--- src/rtl/kwdt_pkg.sv ---
package kwdt_pkg;
  localparam logic [7:0]  KEY_CTL   = 8'hA5;
  localparam logic [7:0]  KEY_CNT   = 8'h5A;
  localparam logic [7:0]  KEY_RSTC  = 8'h5A;
  localparam logic [15:0] FLAG_WIPE = 16'hA500;
  localparam logic [2:0]  OFF_CTL   = 3'd0;
  localparam logic [2:0]  OFF_CNT   = 3'd2;
  localparam logic [2:0]  OFF_RSTC  = 3'd4;

  // Power-of-two shift applied by each clock-select code.
  function automatic int unsigned div_shift(int unsigned sel_w, int unsigned code);
    if (sel_w == 4) begin
      return (code == 0) ? 0 : code + 7;
    end
    case (code)
      0:       return 1;
      1:       return 6;
      2:       return 7;
      3:       return 8;
      4:       return 9;
      5:       return 10;
      6:       return 12;
      default: return 14;
    endcase
  endfunction
endpackage

--- src/rtl/kwdt_decode.sv ---
module kwdt_decode (
  input  logic        bus_wr,
  input  logic        bus_rd,
  input  logic [2:0]  bus_addr,
  input  logic [15:0] bus_wdata,
  output logic        ctl_we,
  output logic        cnt_we,
  output logic        rste_we,
  output logic        wipe_req,
  output logic        rstc_rd
);
  import kwdt_pkg::*;

  logic [7:0] key;
  assign key = bus_wdata[15:8];

  always_comb begin
    ctl_we   = bus_wr && (bus_addr == OFF_CTL)  && (key == KEY_CTL);
    cnt_we   = bus_wr && (bus_addr == OFF_CNT)  && (key == KEY_CNT);
    rste_we  = bus_wr && (bus_addr == OFF_RSTC) && (key == KEY_RSTC);
    wipe_req = bus_wr && (bus_addr == OFF_RSTC) && (bus_wdata == FLAG_WIPE);
    rstc_rd  = bus_rd && (bus_addr == OFF_RSTC);
  end
endmodule

--- src/rtl/kwdt_prescale.sv ---
module kwdt_prescale #(
  parameter int unsigned SEL_W = 3
) (
  input  logic             clk,
  input  logic             rst_n,
  input  logic             run,
  input  logic             restart,
  input  logic [SEL_W-1:0] sel,
  output logic             tick
);
  localparam int unsigned CODES = 2 ** SEL_W;
  localparam int unsigned PRE_W = kwdt_pkg::div_shift(SEL_W, CODES - 1);

  logic [PRE_W-1:0] pre_q;
  logic [PRE_W-1:0] mask_tab [CODES];

  for (genvar g = 0; g < CODES; g++) begin : g_mask
    localparam int unsigned SH = kwdt_pkg::div_shift(SEL_W, g);
    localparam logic [63:0] FULL = (64'd1 << SH) - 64'd1;
    assign mask_tab[g] = FULL[PRE_W-1:0];
  end

  logic [PRE_W-1:0] cur_mask;
  assign cur_mask = mask_tab[sel];
  assign tick     = run && ((pre_q & cur_mask) == cur_mask);

  always_ff @(posedge clk) begin
    if (!rst_n || !run || restart) pre_q <= '0;
    else                           pre_q <= pre_q + 1'b1;
  end
endmodule

--- src/rtl/kwdt_counter.sv ---
module kwdt_counter #(
  parameter int unsigned CNT_W = 8
) (
  input  logic             clk,
  input  logic             rst_n,
  input  logic             tick,
  input  logic             load,
  input  logic [CNT_W-1:0] load_val,
  output logic [CNT_W-1:0] cnt,
  output logic             wrap
);
  localparam logic [CNT_W-1:0] TOP = '1;

  assign wrap = tick && !load && (cnt == TOP);

  always_ff @(posedge clk) begin
    if (!rst_n)    cnt <= '0;
    else if (load) cnt <= load_val;
    else if (tick) cnt <= cnt + 1'b1;
  end
endmodule

--- src/rtl/kwdt_guard.sv ---
module kwdt_guard #(
  parameter int unsigned RST_CYC = 8
) (
  input  logic clk,
  input  logic rst_n,
  input  logic wrap,
  input  logic wd_mode,
  input  logic rste_we,
  input  logic rste_d,
  input  logic wipe_req,
  input  logic rstc_rd,
  output logic flag_q,
  output logic arm_q,
  output logic rste_q,
  output logic rst_out
);
  localparam int unsigned PW = $clog2(RST_CYC + 1);

  logic          ovf_evt;
  logic [PW-1:0] pulse_q;

  assign ovf_evt = wrap && wd_mode;
  assign rst_out = (pulse_q != '0);

  always_ff @(posedge clk) begin
    if (!rst_n) begin
      flag_q <= 1'b0;
      arm_q  <= 1'b0;
    end else if (ovf_evt) begin
      flag_q <= 1'b1;
      arm_q  <= 1'b0;
    end else begin
      if (rstc_rd && flag_q) arm_q <= 1'b1;
      if (wipe_req && arm_q) begin
        flag_q <= 1'b0;
        arm_q  <= 1'b0;
      end
    end
  end

  always_ff @(posedge clk) begin
    if (!rst_n)       rste_q <= 1'b0;
    else if (rste_we) rste_q <= rste_d;
  end

  always_ff @(posedge clk) begin
    if (!rst_n)                 pulse_q <= '0;
    else if (ovf_evt && rste_q) pulse_q <= PW'(RST_CYC);
    else if (pulse_q != '0)     pulse_q <= pulse_q - 1'b1;
  end
endmodule

--- src/rtl/keyed_watchdog.sv ---
module keyed_watchdog #(
  parameter int unsigned SEL_W   = 3,
  parameter int unsigned RST_CYC = 8
) (
  input  logic        clk,
  input  logic        rst_n,
  input  logic        bus_wr,
  input  logic        bus_rd,
  input  logic [2:0]  bus_addr,
  input  logic [15:0] bus_wdata,
  output logic [15:0] bus_rdata,
  output logic        wdt_rst_out
);
  import kwdt_pkg::*;

  localparam int unsigned BIT_WD  = 6;
  localparam int unsigned BIT_EN  = 5;
  localparam logic [7:0]  CTL_MSK = 8'h60 | 8'((1 << SEL_W) - 1);

  logic       ctl_we, cnt_we, rste_we, wipe_req, rstc_rd;
  logic [7:0] ctl_q;
  logic [7:0] cnt_q;
  logic       pre_tick, wrap_evt;
  logic       flag_q, arm_q, rste_q;

  kwdt_decode u_dec (
    .bus_wr(bus_wr), .bus_rd(bus_rd), .bus_addr(bus_addr), .bus_wdata(bus_wdata),
    .ctl_we(ctl_we), .cnt_we(cnt_we), .rste_we(rste_we),
    .wipe_req(wipe_req), .rstc_rd(rstc_rd)
  );

  always_ff @(posedge clk) begin
    if (!rst_n)      ctl_q <= '0;
    else if (ctl_we) ctl_q <= bus_wdata[7:0] & CTL_MSK;
  end

  kwdt_prescale #(.SEL_W(SEL_W)) u_pre (
    .clk(clk), .rst_n(rst_n), .run(ctl_q[BIT_EN]), .restart(cnt_we),
    .sel(ctl_q[SEL_W-1:0]), .tick(pre_tick)
  );

  kwdt_counter #(.CNT_W(8)) u_cnt (
    .clk(clk), .rst_n(rst_n), .tick(pre_tick), .load(cnt_we),
    .load_val(bus_wdata[7:0]), .cnt(cnt_q), .wrap(wrap_evt)
  );

  kwdt_guard #(.RST_CYC(RST_CYC)) u_grd (
    .clk(clk), .rst_n(rst_n), .wrap(wrap_evt), .wd_mode(ctl_q[BIT_WD]),
    .rste_we(rste_we), .rste_d(bus_wdata[6]), .wipe_req(wipe_req), .rstc_rd(rstc_rd),
    .flag_q(flag_q), .arm_q(arm_q), .rste_q(rste_q), .rst_out(wdt_rst_out)
  );

  always_comb begin
    case (bus_addr)
      OFF_CTL:  bus_rdata = {8'h00, ctl_q};
      OFF_CNT:  bus_rdata = {8'h00, cnt_q};
      OFF_RSTC: bus_rdata = {8'h00, flag_q, rste_q, 6'b0};
      default:  bus_rdata = 16'h0000;
    endcase
  end
endmodule

--- config.mk ---
export PLATFORM = sky130hd
export DESIGN_NAME = keyed_watchdog
export DESIGN_NICKNAME = d
export VERILOG_FILES = /design/src/rtl/kwdt_pkg.sv /design/src/rtl/kwdt_decode.sv /design/src/rtl/kwdt_prescale.sv /design/src/rtl/kwdt_counter.sv /design/src/rtl/kwdt_guard.sv /design/src/rtl/keyed_watchdog.sv
export SDC_FILE = /design/constraint.sdc
export NUM_CORES = 1
export LEC_CHECK = 0
export BUFFER_PORTS_ARGS = -buffer_cell sky130_fd_sc_hd__buf_2
export CAP_MARGIN = 15
export CORE_MARGIN = 5
export CORE_UTILIZATION = 54
export DETAILED_ROUTE_END_ITERATION = 12
export GPL_TIMING_DRIVEN = 0
export PLACE_DENSITY_LB_ADDON = 0.05
export SYNTH_ARGS = -nofsm -noshare
export SYNTH_HDL_FRONTEND = slang
export SYNTH_SLANG_ARGS = --single-unit
--- constraint.sdc ---
create_clock -name clk -period 2.1 [get_ports clk]
set_input_delay 0.42 -clock clk [delete_from_list [all_inputs] [get_ports clk]]
set_output_delay 0.42 -clock clk [all_outputs]
set_load 0.005 [all_outputs]
==> metrics <==
core area=0.003363 mm²; placed cell areas=0.002126 mm²; Rel. slew slack=43.72%; Clock Latency Late Sink=0.33 ns; H-tree depth=2; Die Y=69.03 µm; Cell variety after synth=43; Pint=0.0009521 W; final instance area=0.002187 mm²; Final Critical Period=2.051 ns; GRT Util Overall=17.35%; clock power share=27.6%; Setup Crit Path Kind=in2out; max frequency=487.5 MHz; Rows=21; sequential fraction of the synthesis area=36.17%; via count=1677; DRT iter0 DRCs=62; GR Overflow Total=0; root buffer cell=clkbuf_4; Initial Util=55.95%; Critical Path Source=bus_addr[1]; crit end category=primary output; Worst Path Arrival=1.63 ns; Psw=0.0003497 W; die area=0.004765 mm²; max_cap viols=0; RSZ-0062 raised after global routing=no; Post-CTS Setup Bufs=0; VDD IR max=0.0003019 V; drc violations=0; via/cell ratio=5.274; flop2flop setup slack=0.16 ns; Gate power share=18.8%; CTS Sinks=34; fin. max-slew vios=0; first-pass GRT wire length=6879 µm; status=finished clean; worst path cell trace=buf_2, clkbuf_1, mux2i_1, nor2_1, a31oi_1, nor2_1, buf_2; most frequent cells in the layout=nor2_1 (38), dfxtp_1 (34), buf_2 (33); Clock Path Buffers=2; final hold slack=0.3029 ns; Syn Inst Count=227; Total Power=0.001302 W; Final setup viols=0; Setup Skew=0.005886 ns; I/O pin cnt=40; IO Port Bufs=31; commonest non-fill, non-tap cell in the layout=nor2_1; final worst setup slack=0.04855 ns; DR WL/cell=12.57 µm; WP buf/inv=3; CTS tree=built; cell family with most CP delay=buffers and inverters; initial antenna violation count=0; Netlist Area Pre-Place=0.001882 mm²; Worst setup SP type=input pin; sequential fraction of design power=53.6%; width of the die=69.03 µm; Layout Area Growth over Synthesis=16.22%; top_reg_cell synth=dfxtp_1; DRT Wirelength=3997 µm; pre-CTS setup slack=-0.03536 ns; asr flop ratio synth=0%; Mean Syn Cell Area=8.290 µm²; Post-synth EDFFs=0; fin crit share=97.69%; Final nets=300; crit-path max FO=10; Yosys reg bits=34; antenna cells=0; TritonRoute pass-1 iters=4; crit-path max cell delay=0.47 ns; vias in the first global route=1579; Reg clk slew, reported paths=0.10 ns; share of layout cells above drive strength 1=20.59%; Leak=0.8838 nW; Hold Path Class=in2reg; Routability Congestion=0.7872; DP HPWL=3080 µm; final-report hold violation count=0; Pwr Density=595.2 mW/mm²; Ys Warns=0; number of fill cells=338; switching share of total power=26.86%; critical path data required time=1.68 ns; Hold Path Origin=bus_wdata[4]; Reg-to-Reg Start=u_pre.pre_q[2]$_SDFF_PP0_; largest net degree at the start of global routing=11; cts bufs inserted=5; slowest CP cell=clkbuf_1; Least-Margin Pin Slew=0.8364 ns; DRT antenna net count=0
## path summary, 6_finish.rpt
path                                                 endpoint  cells after the start
worst max register to register  u_grd.pulse_q[2]$_SDFFE_PP0P_                      8
worst min register to register      u_pre.pre_q[0]$_SDFF_PP0_                      1
worst min-delay path                u_cnt.cnt[4]$_SDFFE_PN0P_                      3
worst max-delay path                             bus_rdata[6]                      7
## what timing repair did
item | CTS | global route
gates resized for setup | 0 | 2
endpoints found under the setup margin | 0 | 2
hold buffers | 0 | 0
## logic make-up after synthesis
group	synth area share [%]
buffers and inverters	6.249
adders and majority gates	2.660
DFF	36.17
and+or+nand+nor	31.78
AOI/OAI and AO/OA	6.782
xor gates and xnor gates	9.774
muxes	6.383
other	0.1993
## power by group through the flow
stage	clock network (W)	logic [W]	registers, W
floorplan	0	0.000170	0.000707
global placement	0	0.000233	0.000711
detailed placement	0	0.000239	0.000712
CTS	0.000372	0.000241	0.000696
global route	0.000395	0.000282	0.000705
finish	0.000359	0.000245	0.000698
## worst reg2reg max path: stages (launching register included)
cell	delay [ns]
dfxtp_1	0.42
and4_1	0.22
buf_4	0.13
a31oi_1	0.08
and2_1	0.18
buf_6	0.14
nor2_2	0.22
nand3_1	0.20
and4_1	0.24
## through the flow
step	cells	utilization [%]	TNS, ns
floorplan	234	-	0
global placement	311	63.06	-1.749
detailed placement	312	63.21	-0.1243
CTS	318	64.73	0
global route	318	65.03	0
finish	318	65.03	0
## cells in the mapped netlist, types with 2 or more instances
cell type,n,area share (%)
and4_1,2,0.93
nand4_1,7,2.3
nor4bb_1,2,1.1
and2_1,3,1.0
buf_4,9,3.6
or3_1,2,0.66
nand3_1,9,2.4
o21ai_1,3,0.80
inv_1,6,1.2
mux2i_1,12,6.4
nor2b_1,2,0.66
ha_1,4,2.7
xor2_1,9,4.2
a31oi_1,3,1.0
clkbuf_1,2,0.40
a21oi_1,2,0.53
xnor2_1,12,5.6
and3_1,5,1.7
nand2_1,21,4.2
o21ai_0,7,1.9
nor3b_1,3,1.2
nand3b_1,2,0.80
dfxtp_1,34,36
nor2_1,38,7.6
nor3_1,10,2.7
## sequential cells by signal, summed over array words and instances, names as in the netlist
signal and cells:
u_pre.pre_q 14, u_cnt.cnt 8, ctl_q 5, u_grd.pulse_q 4, u_grd.arm_q 1, u_grd.flag_q 1, u_grd.rste_q 1
## final cells by class
| cell class | instances | area [µm²] | share of cell area (%) |
|---|---|---|---|
| Multi-Input combinational cell | 180 | 1120 | 51.20 |
| Sequential cell | 34 | 680.7 | 31.12 |
| Timing Repair Buffer | 32 | 160.2 | 7.323 |
| Buffer | 13 | 91.34 | 4.176 |
| Tap cell | 46 | 57.56 | 2.632 |
| Clock buffer | 6 | 51.30 | 2.346 |
| Inverter | 7 | 26.28 | 1.201 |
## metal layers
metal  vias up  share of wire, %  GRT usage, %  wire length, µm
met5         -                 0             0                0
met1       770                50         23.11             2013
met4         0               1.6         6.508               62
met3         7               5.8         4.797              233
li1        853                 -             -                -
met2        47                42         26.59             1687
(Power assumes the default switching activity.)
